==> src/rtl/hostport_pkg.sv <==
package hostport_pkg;
  localparam int ST_OBF  = 0;
  localparam int ST_IBF  = 1;
  localparam int ST_BUSY = 2;
  localparam int ST_CMD  = 3;
  // bits the EC may set or clear: busy and the four upper flags
  localparam logic [7:0] EC_OWNED = 8'hF4;

  // window match: all care bits of the address equal the base
  function automatic logic addr_hit(input logic [31:0] a, input logic [31:0] base,
                                    input logic [31:0] mask);
    return ((a ^ base) & ~mask) == 32'h0;
  endfunction

  // EC set/clear of its own status bits; clear applied after set
  function automatic logic [7:0] ec_bits_next(input logic [7:0] cur,
                                              input logic [7:0] set_m,
                                              input logic [7:0] clr_m);
    return ((cur | (set_m & EC_OWNED)) & ~(clr_m & EC_OWNED)) & EC_OWNED;
  endfunction

  // host-visible status composition
  function automatic logic [7:0] status_byte(input logic [7:0] ec_bits, input logic last_cmd,
                                             input logic ibf, input logic obf);
    logic [7:0] s;
    s = ec_bits & EC_OWNED;
    s[ST_CMD] = last_cmd;
    s[ST_IBF] = ibf;
    s[ST_OBF] = obf;
    return s;
  endfunction
endpackage

==> src/rtl/hostport_decode.sv <==
module hostport_decode #(
  parameter int ADDR_W  = 16,
  parameter int SEL_W   = 2,
  parameter int CMD_BIT = 2
) (
  input  logic [ADDR_W-1:0] h_addr,
  input  logic [ADDR_W-1:0] cfg_base,
  input  logic [ADDR_W-1:0] cfg_mask,
  input  logic              h_wr,
  input  logic              h_rd,
  output logic              wr_data,
  output logic              wr_cmd,
  output logic              rd_data,
  output logic              rd_status,
  output logic [SEL_W-1:0]  byte_sel
);
  import hostport_pkg::*;

  logic hit;
  logic is_cmd;

  always_comb begin
    hit       = addr_hit(32'(h_addr), 32'(cfg_base), 32'(cfg_mask));
    is_cmd    = h_addr[CMD_BIT];
    wr_data   = hit && h_wr && !is_cmd;
    wr_cmd    = hit && h_wr &&  is_cmd;
    rd_data   = hit && h_rd && !is_cmd;
    rd_status = hit && h_rd &&  is_cmd;
    byte_sel  = h_addr[SEL_W-1:0] & cfg_mask[SEL_W-1:0];
  end
endmodule

==> src/rtl/hostport_inbuf.sv <==
module hostport_inbuf (
  input  logic       clk,
  input  logic       rst_n,
  input  logic       host_wr,
  input  logic       host_cmd,
  input  logic [7:0] h_wdata,
  input  logic       ec_take,
  input  logic       sts_set_we,
  input  logic       sts_clr_we,
  input  logic [7:0] ec_wdata,
  output logic [7:0] in_byte,
  output logic       ibf,
  output logic       last_cmd,
  output logic [7:0] ec_bits
);
  import hostport_pkg::*;

  logic [7:0] set_m, clr_m;
  assign set_m = sts_set_we ? ec_wdata : 8'h00;
  assign clr_m = sts_clr_we ? ec_wdata : 8'h00;

  always_ff @(posedge clk or negedge rst_n) begin
    if (!rst_n) begin
      in_byte  <= 8'h00;
      ibf      <= 1'b0;
      last_cmd <= 1'b0;
      ec_bits  <= 8'h00;
    end else begin
      if (host_wr) begin
        in_byte  <= h_wdata;
        ibf      <= 1'b1;
        last_cmd <= host_cmd;
      end else if (ec_take) begin
        ibf <= 1'b0;
      end
      ec_bits <= ec_bits_next(ec_bits, set_m, clr_m);
    end
  end

  a_r3_write_fills: assert property (@(posedge clk) disable iff (!rst_n)
    host_wr |=> ibf && (last_cmd == $past(host_cmd)) && (in_byte == $past(h_wdata)));
  a_r4_take_clears: assert property (@(posedge clk) disable iff (!rst_n)
    ec_take && !host_wr |=> !ibf);
  a_r6_set_bits: assert property (@(posedge clk) disable iff (!rst_n)
    sts_set_we && !sts_clr_we |=> ((ec_bits & $past(ec_wdata) & EC_OWNED) == ($past(ec_wdata) & EC_OWNED)));
  a_r6_clr_bits: assert property (@(posedge clk) disable iff (!rst_n)
    sts_clr_we |=> ((ec_bits & $past(ec_wdata)) == 8'h00));
endmodule

==> src/rtl/hostport_outbuf.sv <==
module hostport_outbuf #(
  parameter int OUT_BYTES = 4,
  parameter int SEL_W     = 2
) (
  input  logic                      clk,
  input  logic                      rst_n,
  input  logic [OUT_BYTES-1:0]      byte_we,
  input  logic [7:0]                ec_wdata,
  input  logic                      quad,
  input  logic                      host_rd,
  input  logic [SEL_W-1:0]          byte_sel,
  output logic [OUT_BYTES-1:0][7:0] bytes,
  output logic [7:0]                host_byte,
  output logic                      obf,
  output logic                      drain_evt
);
  localparam int LAST = OUT_BYTES - 1;

  logic [SEL_W-1:0] rd_sel;
  logic             fill_evt;

  for (genvar i = 0; i < OUT_BYTES; i++) begin : g_byte
    always_ff @(posedge clk or negedge rst_n) begin
      if (!rst_n)          bytes[i] <= 8'h00;
      else if (byte_we[i]) bytes[i] <= ec_wdata;
    end
  end

  always_comb begin
    rd_sel    = quad ? byte_sel : '0;
    host_byte = bytes[rd_sel];
    fill_evt  = quad ? byte_we[LAST] : byte_we[0];
    drain_evt = host_rd && obf && (!quad || rd_sel == SEL_W'(LAST));
  end

  always_ff @(posedge clk or negedge rst_n) begin
    if (!rst_n)         obf <= 1'b0;
    else if (fill_evt)  obf <= 1'b1;
    else if (drain_evt) obf <= 1'b0;
  end

  a_r8_single_fill: assert property (@(posedge clk) disable iff (!rst_n)
    !quad && byte_we[0] |=> obf);
  a_r7_quad_partial: assert property (@(posedge clk) disable iff (!rst_n)
    quad && !obf && !byte_we[LAST] |=> !obf);
  a_r7_quad_last: assert property (@(posedge clk) disable iff (!rst_n)
    quad && byte_we[LAST] |=> obf);
  a_r9_drain_clears: assert property (@(posedge clk) disable iff (!rst_n)
    drain_evt && !fill_evt |=> !obf);
endmodule

==> src/rtl/hostport_mbox.sv <==
module hostport_mbox #(
  parameter int ADDR_W    = 16,
  parameter int OUT_BYTES = 4,
  parameter int CMD_BIT   = 2
) (
  input  logic                           clk,
  input  logic                           rst_n,
  input  logic [ADDR_W-1:0]              cfg_base,
  input  logic [ADDR_W-1:0]              cfg_mask,
  input  logic                           h_wr,
  input  logic                           h_rd,
  input  logic [ADDR_W-1:0]              h_addr,
  input  logic [7:0]                     h_wdata,
  output logic [7:0]                     h_rdata,
  input  logic                           ec_wr,
  input  logic                           ec_rd,
  input  logic [$clog2(OUT_BYTES+4)-1:0] ec_addr,
  input  logic [7:0]                     ec_wdata,
  output logic [7:0]                     ec_rdata,
  output logic                           irq_ibf,
  output logic                           irq_obe
);
  import hostport_pkg::*;

  localparam int SEL_W = $clog2(OUT_BYTES);
  localparam int EC_AW = $clog2(OUT_BYTES + 4);
  localparam logic [EC_AW-1:0] A_IN  = EC_AW'(OUT_BYTES);
  localparam logic [EC_AW-1:0] A_SET = EC_AW'(OUT_BYTES + 1);
  localparam logic [EC_AW-1:0] A_CLR = EC_AW'(OUT_BYTES + 2);
  localparam logic [EC_AW-1:0] A_CTL = EC_AW'(OUT_BYTES + 3);

  // named internal events
  logic wr_data, wr_cmd, rd_data, rd_status, host_wr_any;
  logic [SEL_W-1:0] byte_sel;
  logic ec_take, set_we, clr_we, ctl_we;
  logic [OUT_BYTES-1:0] byte_we;
  logic [OUT_BYTES-1:0][7:0] bytes;
  logic [7:0] host_byte, in_byte, ec_bits, status;
  logic ibf, last_cmd, obf, drain_evt, quad;

  hostport_decode #(.ADDR_W(ADDR_W), .SEL_W(SEL_W), .CMD_BIT(CMD_BIT)) u_decode (
    .h_addr(h_addr), .cfg_base(cfg_base), .cfg_mask(cfg_mask), .h_wr(h_wr), .h_rd(h_rd),
    .wr_data(wr_data), .wr_cmd(wr_cmd), .rd_data(rd_data), .rd_status(rd_status),
    .byte_sel(byte_sel));

  assign host_wr_any = wr_data || wr_cmd;
  assign ec_take     = ec_rd && (ec_addr == A_IN);
  assign set_we      = ec_wr && (ec_addr == A_SET);
  assign clr_we      = ec_wr && (ec_addr == A_CLR);
  assign ctl_we      = ec_wr && (ec_addr == A_CTL);

  for (genvar i = 0; i < OUT_BYTES; i++) begin : g_we
    assign byte_we[i] = ec_wr && (ec_addr == EC_AW'(i));
  end

  hostport_inbuf u_inbuf (
    .clk(clk), .rst_n(rst_n), .host_wr(host_wr_any), .host_cmd(wr_cmd), .h_wdata(h_wdata),
    .ec_take(ec_take), .sts_set_we(set_we), .sts_clr_we(clr_we), .ec_wdata(ec_wdata),
    .in_byte(in_byte), .ibf(ibf), .last_cmd(last_cmd), .ec_bits(ec_bits));

  hostport_outbuf #(.OUT_BYTES(OUT_BYTES), .SEL_W(SEL_W)) u_outbuf (
    .clk(clk), .rst_n(rst_n), .byte_we(byte_we), .ec_wdata(ec_wdata), .quad(quad),
    .host_rd(rd_data), .byte_sel(byte_sel), .bytes(bytes), .host_byte(host_byte),
    .obf(obf), .drain_evt(drain_evt));

  assign status = status_byte(ec_bits, last_cmd, ibf, obf);

  always_ff @(posedge clk or negedge rst_n) begin
    if (!rst_n) begin
      quad    <= 1'b0;
      irq_ibf <= 1'b0;
      irq_obe <= 1'b0;
    end else begin
      if (ctl_we) quad <= ec_wdata[0];
      if (host_wr_any)              irq_ibf <= 1'b1;
      else if (ctl_we && ec_wdata[4]) irq_ibf <= 1'b0;
      if (drain_evt)                irq_obe <= 1'b1;
      else if (ctl_we && ec_wdata[5]) irq_obe <= 1'b0;
    end
  end

  always_comb begin
    if (rd_status)    h_rdata = status;
    else if (rd_data) h_rdata = host_byte;
    else              h_rdata = 8'h00;
  end

  always_comb begin
    ec_rdata = 8'h00;
    if (ec_addr < A_IN)                          ec_rdata = bytes[ec_addr[SEL_W-1:0]];
    else if (ec_addr == A_IN)                    ec_rdata = in_byte;
    else if (ec_addr == A_SET || ec_addr == A_CLR) ec_rdata = status;
    else if (ec_addr == A_CTL)                   ec_rdata = {2'b00, irq_obe, irq_ibf, 3'b000, quad};
  end

  a_r5_ibf_irq: assert property (@(posedge clk) disable iff (!rst_n)
    host_wr_any |=> irq_ibf);
  a_r9_obe_irq: assert property (@(posedge clk) disable iff (!rst_n)
    rd_data && obf && !quad |=> irq_obe);
  a_r10_status_quiet: assert property (@(posedge clk) disable iff (!rst_n)
    rd_status && !ec_wr && !ec_rd |=> $stable(status) && $stable(irq_ibf) && $stable(irq_obe));
  a_r1_miss_quiet: assert property (@(posedge clk) disable iff (!rst_n)
    (h_wr || h_rd) && !host_wr_any && !rd_data && !rd_status && !ec_wr && !ec_rd
    |=> $stable(status) && $stable(in_byte) && $stable(irq_ibf) && $stable(irq_obe));
endmodule

==> config.mk <==
export PLATFORM = sky130hd
export DESIGN_NAME = hostport_mbox
export DESIGN_NICKNAME = d
export VERILOG_FILES = /design/src/rtl/hostport_pkg.sv /design/src/rtl/hostport_decode.sv /design/src/rtl/hostport_inbuf.sv /design/src/rtl/hostport_outbuf.sv /design/src/rtl/hostport_mbox.sv
export SDC_FILE = /design/constraint.sdc
export NUM_CORES = 1
export LEC_CHECK = 0
export CAP_MARGIN = 20
export CELL_PAD_IN_SITES_DETAIL_PLACEMENT = 1
export CELL_PAD_IN_SITES_GLOBAL_PLACEMENT = 1
export CORE_ASPECT_RATIO = 1.2
export CORE_MARGIN = 2
export CORE_UTILIZATION = 53
export CTS_CLUSTER_SIZE = 24
export DETAILED_ROUTE_END_ITERATION = 7
export DONT_BUFFER_PORTS = 1
export PLACE_DENSITY = 0.92
export SKIP_CTS_REPAIR_TIMING = 1
export SLEW_MARGIN = 0
export SYNTH_ARGS = -nofsm -noshare
export SYNTH_HDL_FRONTEND = slang
export SYNTH_SLANG_ARGS = --single-unit
==> constraint.sdc <==
create_clock -name clk -period 2.75 [get_ports clk]
set_input_delay 0.1375 -clock clk [delete_from_list [all_inputs] [get_ports clk]]
set_output_delay 0.1375 -clock clk [all_outputs]
set_load 0.005 [all_outputs]
### After elaboration in Yosys (flattened, before gate mapping)

Cells that the tools add are included.

| operators by class | value |
|---|---|
| order comparisons | 3 |
| equality and inequality tests | 8 |
| reductions and logical operators | 29 |
| mux-type cells | 22 |
| bitwise operators | 7 |

Operators with widths:

| kind | count |
|---|---|
| 8-bit 2-to-1 mux | 9 |
| 32-bit AND | 1 |
| 8-bit binary-select mux with 2-bit select | 2 |
| 32-bit logical NOT | 1 |
| 16-bit NOT with 32-bit output | 1 |
| 1-bit logical AND | 18 |
| 16-bit XOR | 1 |
| 3-bit equality test (second input constant) | 4 |
| 1-bit 2-to-1 mux | 9 |
| 8-bit AND | 1 |
| 8-bit NOT | 1 |
| 8-bit OR | 1 |
| 2-bit nonzero test | 4 |
| 3-bit by 2-bit equality test with 1-bit output (second input constant) | 2 |
| 2-bit by 3-bit < comparator with 1-bit output (second input constant) | 2 |
| 6-bit 2-to-1 mux | 1 |
| 3-bit by 1-bit equality test with 1-bit output (second input constant) | 1 |
| 3-bit logical NOT | 1 |
| 1-bit logical OR | 3 |
| 3-bit < comparator (second input constant) | 1 |
| 2-bit AND | 1 |
| 2-bit equality test (second input constant) | 1 |
| 1-bit logical NOT | 2 |
| 2-bit 2-to-1 mux | 1 |

| word-level totals | value |
|---|---|
| input port bits | 73 |
| output and inout bits | 18 |
| register bits | 51 |

### Logic depth before layout (Yosys ltp)

| logic depth | value |
|---|---|
| word-level depth | 9 |
| gate-level depth with buffers | 8 |
| mapped depth without buffers | 5 |

### Hierarchy

Synthesis repeated with hierarchy kept, for this count alone.

| second synthesis, totals | value |
|---|---|
| cell total of the unflattened synthesis | 274 |
| area total of the unflattened synthesis | 3141.8 µm² |

Modules (own cells, without submodules):

| module | seq. area each (µm²) | cells each | instances | area each (µm²) |
|---|---|---|---|---|
| hostport_outbuf | 825.8 | 113 | 1 | 1501.4 |
| hostport_mbox | 75.1 | 84 | 1 | 770.7 |
| hostport_inbuf | 375.4 | 41 | 1 | 610.6 |
| hostport_decode | 0.0 | 36 | 1 | 259.0 |

### Worst setup path after synthesis

OpenSTA, ideal clock, no wires.

| timing path | value |
|---|---|
| kind | register to output |
| start | register quad |
| end | output h_rdata[6] |
| required time | 2612 ps |
| setup slack | 1174 ps |
| buffers on the path | 1 |
| arrival | 1438 ps |
| stages on the path, launching flop included | 6 |
| path through | dfrtp_1 buf_2 nand3_1 mux4_2 mux2i_1 nor2_1 |

| on the way | value |
|---|---|
| word-level cells in the longest chain between the ends | 5 |

Ends and longest elaborated chain:

| item | line | RTL |
|---|---|---|
| from (decl) | hostport_mbox.sv:39 | `logic ibf, last_cmd, obf, drain_evt, quad;` |
| from (signal assigned) | hostport_mbox.sv:74 | `if (ctl_we) quad <= ec_wdata[0];` |
| 2-bit 2-to-1 mux | hostport_outbuf.sv:30 | `rd_sel = quad ? byte_sel : '0;` |
| 8-bit binary-select mux with 2-bit select | hostport_outbuf.sv:31 | `host_byte = bytes[rd_sel];` |
| 8-bit 2-to-1 mux (implied by the code) | hostport_outbuf.sv:31 |  |
| 8-bit 2-to-1 mux | hostport_mbox.sv:84 | `else if (rd_data) h_rdata = host_byte;` |
| 8-bit 2-to-1 mux | hostport_mbox.sv:83 | `if (rd_status) h_rdata = status;` |
| to (decl) | hostport_mbox.sv:14 | `output logic [7:0] h_rdata,` |

No other way between the ends. The select of a mux whose other input is x is not followed.

### Final worst setup path

Same ends and word-level chain as after synthesis.

==> results.toml <==
[status]
status = "complete, but fails checks"
violations = "hold timing"

[floorplan]
die_w_um = 72.5
fp-row-count = 29
io_pins = 91
coreArea_um2 = 5370
die_y_um = 86.2
initial_core_util = 0.555
die_area_um2 = 6250

[synthesis]
syn_area_um2 = 2980
synth_nets = 319
async_reset_ff_frac = 1.00
ys_types = 30
netlist_top_cells_count = "51 x dfrtp_1, 33 x mux2_2, 28 x nor2_1, 19 x nand2_1"
yosysSeqAreaShare = 0.428
ys.flop_type = "dfrtp_1"
yosys.area.top_type_share = 0.428
synth-edff-count = 0
synth.area.top_cells = "dfrtp_1 43%, mux2_2 12%, mux4_2 12%, xnor2_1 4.7%, mux2_4 4.0%"
synth_seq_cells = 51
synth_cells = 246
yosysMostFrequentCell = "dfrtp_1"
syn_avg_cell_area_um2 = 12.1
yosysWarnings = 0
synth.largest_area_cell = "dfrtp_1"

[global_route]
gr-usage-met2 = 0.449
antenna_found_initial = 0
top_usage_layer = "met2"
met1_usage = 0.341
first_global_vias = 2326
grt_usage = 0.273
grt_overflow = 0
grt_pass1_wl_mm = 12.8
met3_usage = 0.0744
grt_max_degree = 52

[setup_path]
crit_required_ns = 2.61
r2r-start = "quad$_DFFE_PN0P_"
ff2ff_path_depth = 3
arrival_ns = 2.08
cp-start-kind = "flip-flop"
cp_num_buf_inv = 0
critPathCaptureType = "output port"
r2r_slack_ns = 1.64
worstSetupPathType = "reg -> out"
r2r_end = "u_outbuf.obf$_DFFE_PN0P_"
critical_path.cell_chain = "nand3_1 > mux4_2 > mux2i_1 > nor2_1"
crit_family = "multiplexers"
cpPeakStageDelay_ns = 0.60
crit_fanout = 8
critPathSlowestCell = "mux4_2"

[clock_network]
cts_buffer_depth = 2
cts_tree = "built"
htreeDepth = 2
clock-sinks = 51
clk-insertion-delay-late_ns = 0.33
cts.clk_slew.worst_paths_ns = 0.09
cts-root-buf = "clkbuf_8"
cts_buffers = 5

[sta]
tns_ns = 0
setup_viol = 0
rsz0062_at_grt = "no"
hold_ws_ns = -0.0206
fin_crit_sh = 0.808
relSlewSlack = 0.510
fin_skew_ns = 0.00480
worst_pin_slew_ns = 0.732
drv_slew = 0
period_minus_slack_ns = 2.22
max_freq_mhz = 450
finalHoldViolations = 3

[placement]
dpl.hpwl_mm = 5.86
gp_congestion = 0.770
port-buffer-count = 0

[route]
first_pass_iters = 4
drtAntennaViolNets = 0
vias = 2213
drt-initial-drc-count = 243
drt-total-wl_mm = 8.45
route.detailed.drc = 0
via_per_inst = 6.81
routedWlPerCell_um = 26.0

[finish]
num_antenna_cells = 0
area_delta_synth_final_pct = 10.6
fillerInstances = 545
ff_latch_area_um2 = 1280
multi_input_area_um2 = 1640
post-route-util = 0.614
drive_gt1_frac = 0.270
fin_nets = 335

[hold_path]
whs_path_depth = 2
hold_end = "u_inbuf.ec_bits[5]$_DFF_PN0_"
min_from = "ec_wdata[5]"
min_path_type = "in -> reg"

[pwr]
peakVddDrop_mv = 0.322
power_leakage_uw = 0.00137
powerDensity_nw_per_um2 = 593

[flow_run]
max_cap_viol_count = 0
[power by group]
part	internal, µW	total (µW)	switching [µW]
registers	893	1010	121
clock network	179	444	265
logic	303	497	195
total	1380	1960	581
[stage by stage]
stage | hold slack (ns) | setup slack (ns) | cells | area, µm² | power (µW)
finish | -0.0206 | 0.528 | 325 | 3300 | 1960
global route | 0.0122 | 0.429 | 325 | 3300 | 2040
CTS | -0.512 | 0.473 | 305 | 3080 | 1900
detailed placement | -0.157 | 0.902 | 297 | 3000 | 1470
global placement | -0.157 | 1.05 | 297 | 3000 | 1410
floorplan | -0.158 | 1.17 | 246 | 2980 | 1360
[worst max path at each step]
stage | start | to | slack (ns) | cells after the start
floorplan | quad$_DFFE_PN0P_ | h_rdata[6] | 1.17 | 5
global placement | quad$_DFFE_PN0P_ | h_rdata[6] | 1.05 | 4
detailed placement | quad$_DFFE_PN0P_ | h_rdata[6] | 0.90 | 4
CTS | quad$_DFFE_PN0P_ | h_rdata[6] | 0.47 | 4
global route | quad$_DFFE_PN0P_ | h_rdata[6] | 0.43 | 4
finish | quad$_DFFE_PN0P_ | h_rdata[6] | 0.53 | 4
[area by class of cell]
class                      instances  area share
tap                               62      0.0235
timing repair buffer              20      0.0660
inverter                           3     0.00341
sequential                        51       0.387
multi-input combinational        181       0.496
clock buffer                       7      0.0231
clock inverter                     1     0.00152
[kinds of logic (layout without fill, tap and decap cells)]
group           Yosys count  in the layout  synth area share
xor+xnor                 17             17            0.0499
flops                    51             51             0.428
compound gates           36             36            0.0759
mux                      66             66             0.316
buf+inv                  14             31            0.0239
simple gates             62             62             0.107
[cell usage in the layout (no fill, tap or decap), drive strengths merged, types with 2 or more instances in the layout]
cell and instances:
clkbuf 7, mux4 16, nor4 2, a31oi 2, a221oi 7, and4 2, nand3 5, o22ai 8
inv 3, nor2 28, xnor2 16, nand2 19, mux2i 9, and3 3, a21oi 12, dlygate4sd3 19
dfrtp 51, o21ai 5, mux2 41
[state kept, by name, indices dropped and copies added (netlist names)]
signal            count
u_outbuf.bytes       32
u_inbuf.in_byte       8
u_inbuf.ec_bits       5
irq_ibf               1
irq_obe               1
quad                  1
u_inbuf.ibf           1
u_inbuf.last_cmd      1
u_outbuf.obf          1
[routing by layer]
| metal | vias to the layer above | routed length (µm) |
|---|---|---|
| li1 | 952 | - |
| met1 | 1156 | 3380 |
| met2 | 89 | 4420 |
| met3 | 16 | 449 |
| met4 | 0 | 207 |
| met5 | - | 0 |
No activity file was read; power rests on OpenSTA's default activity.
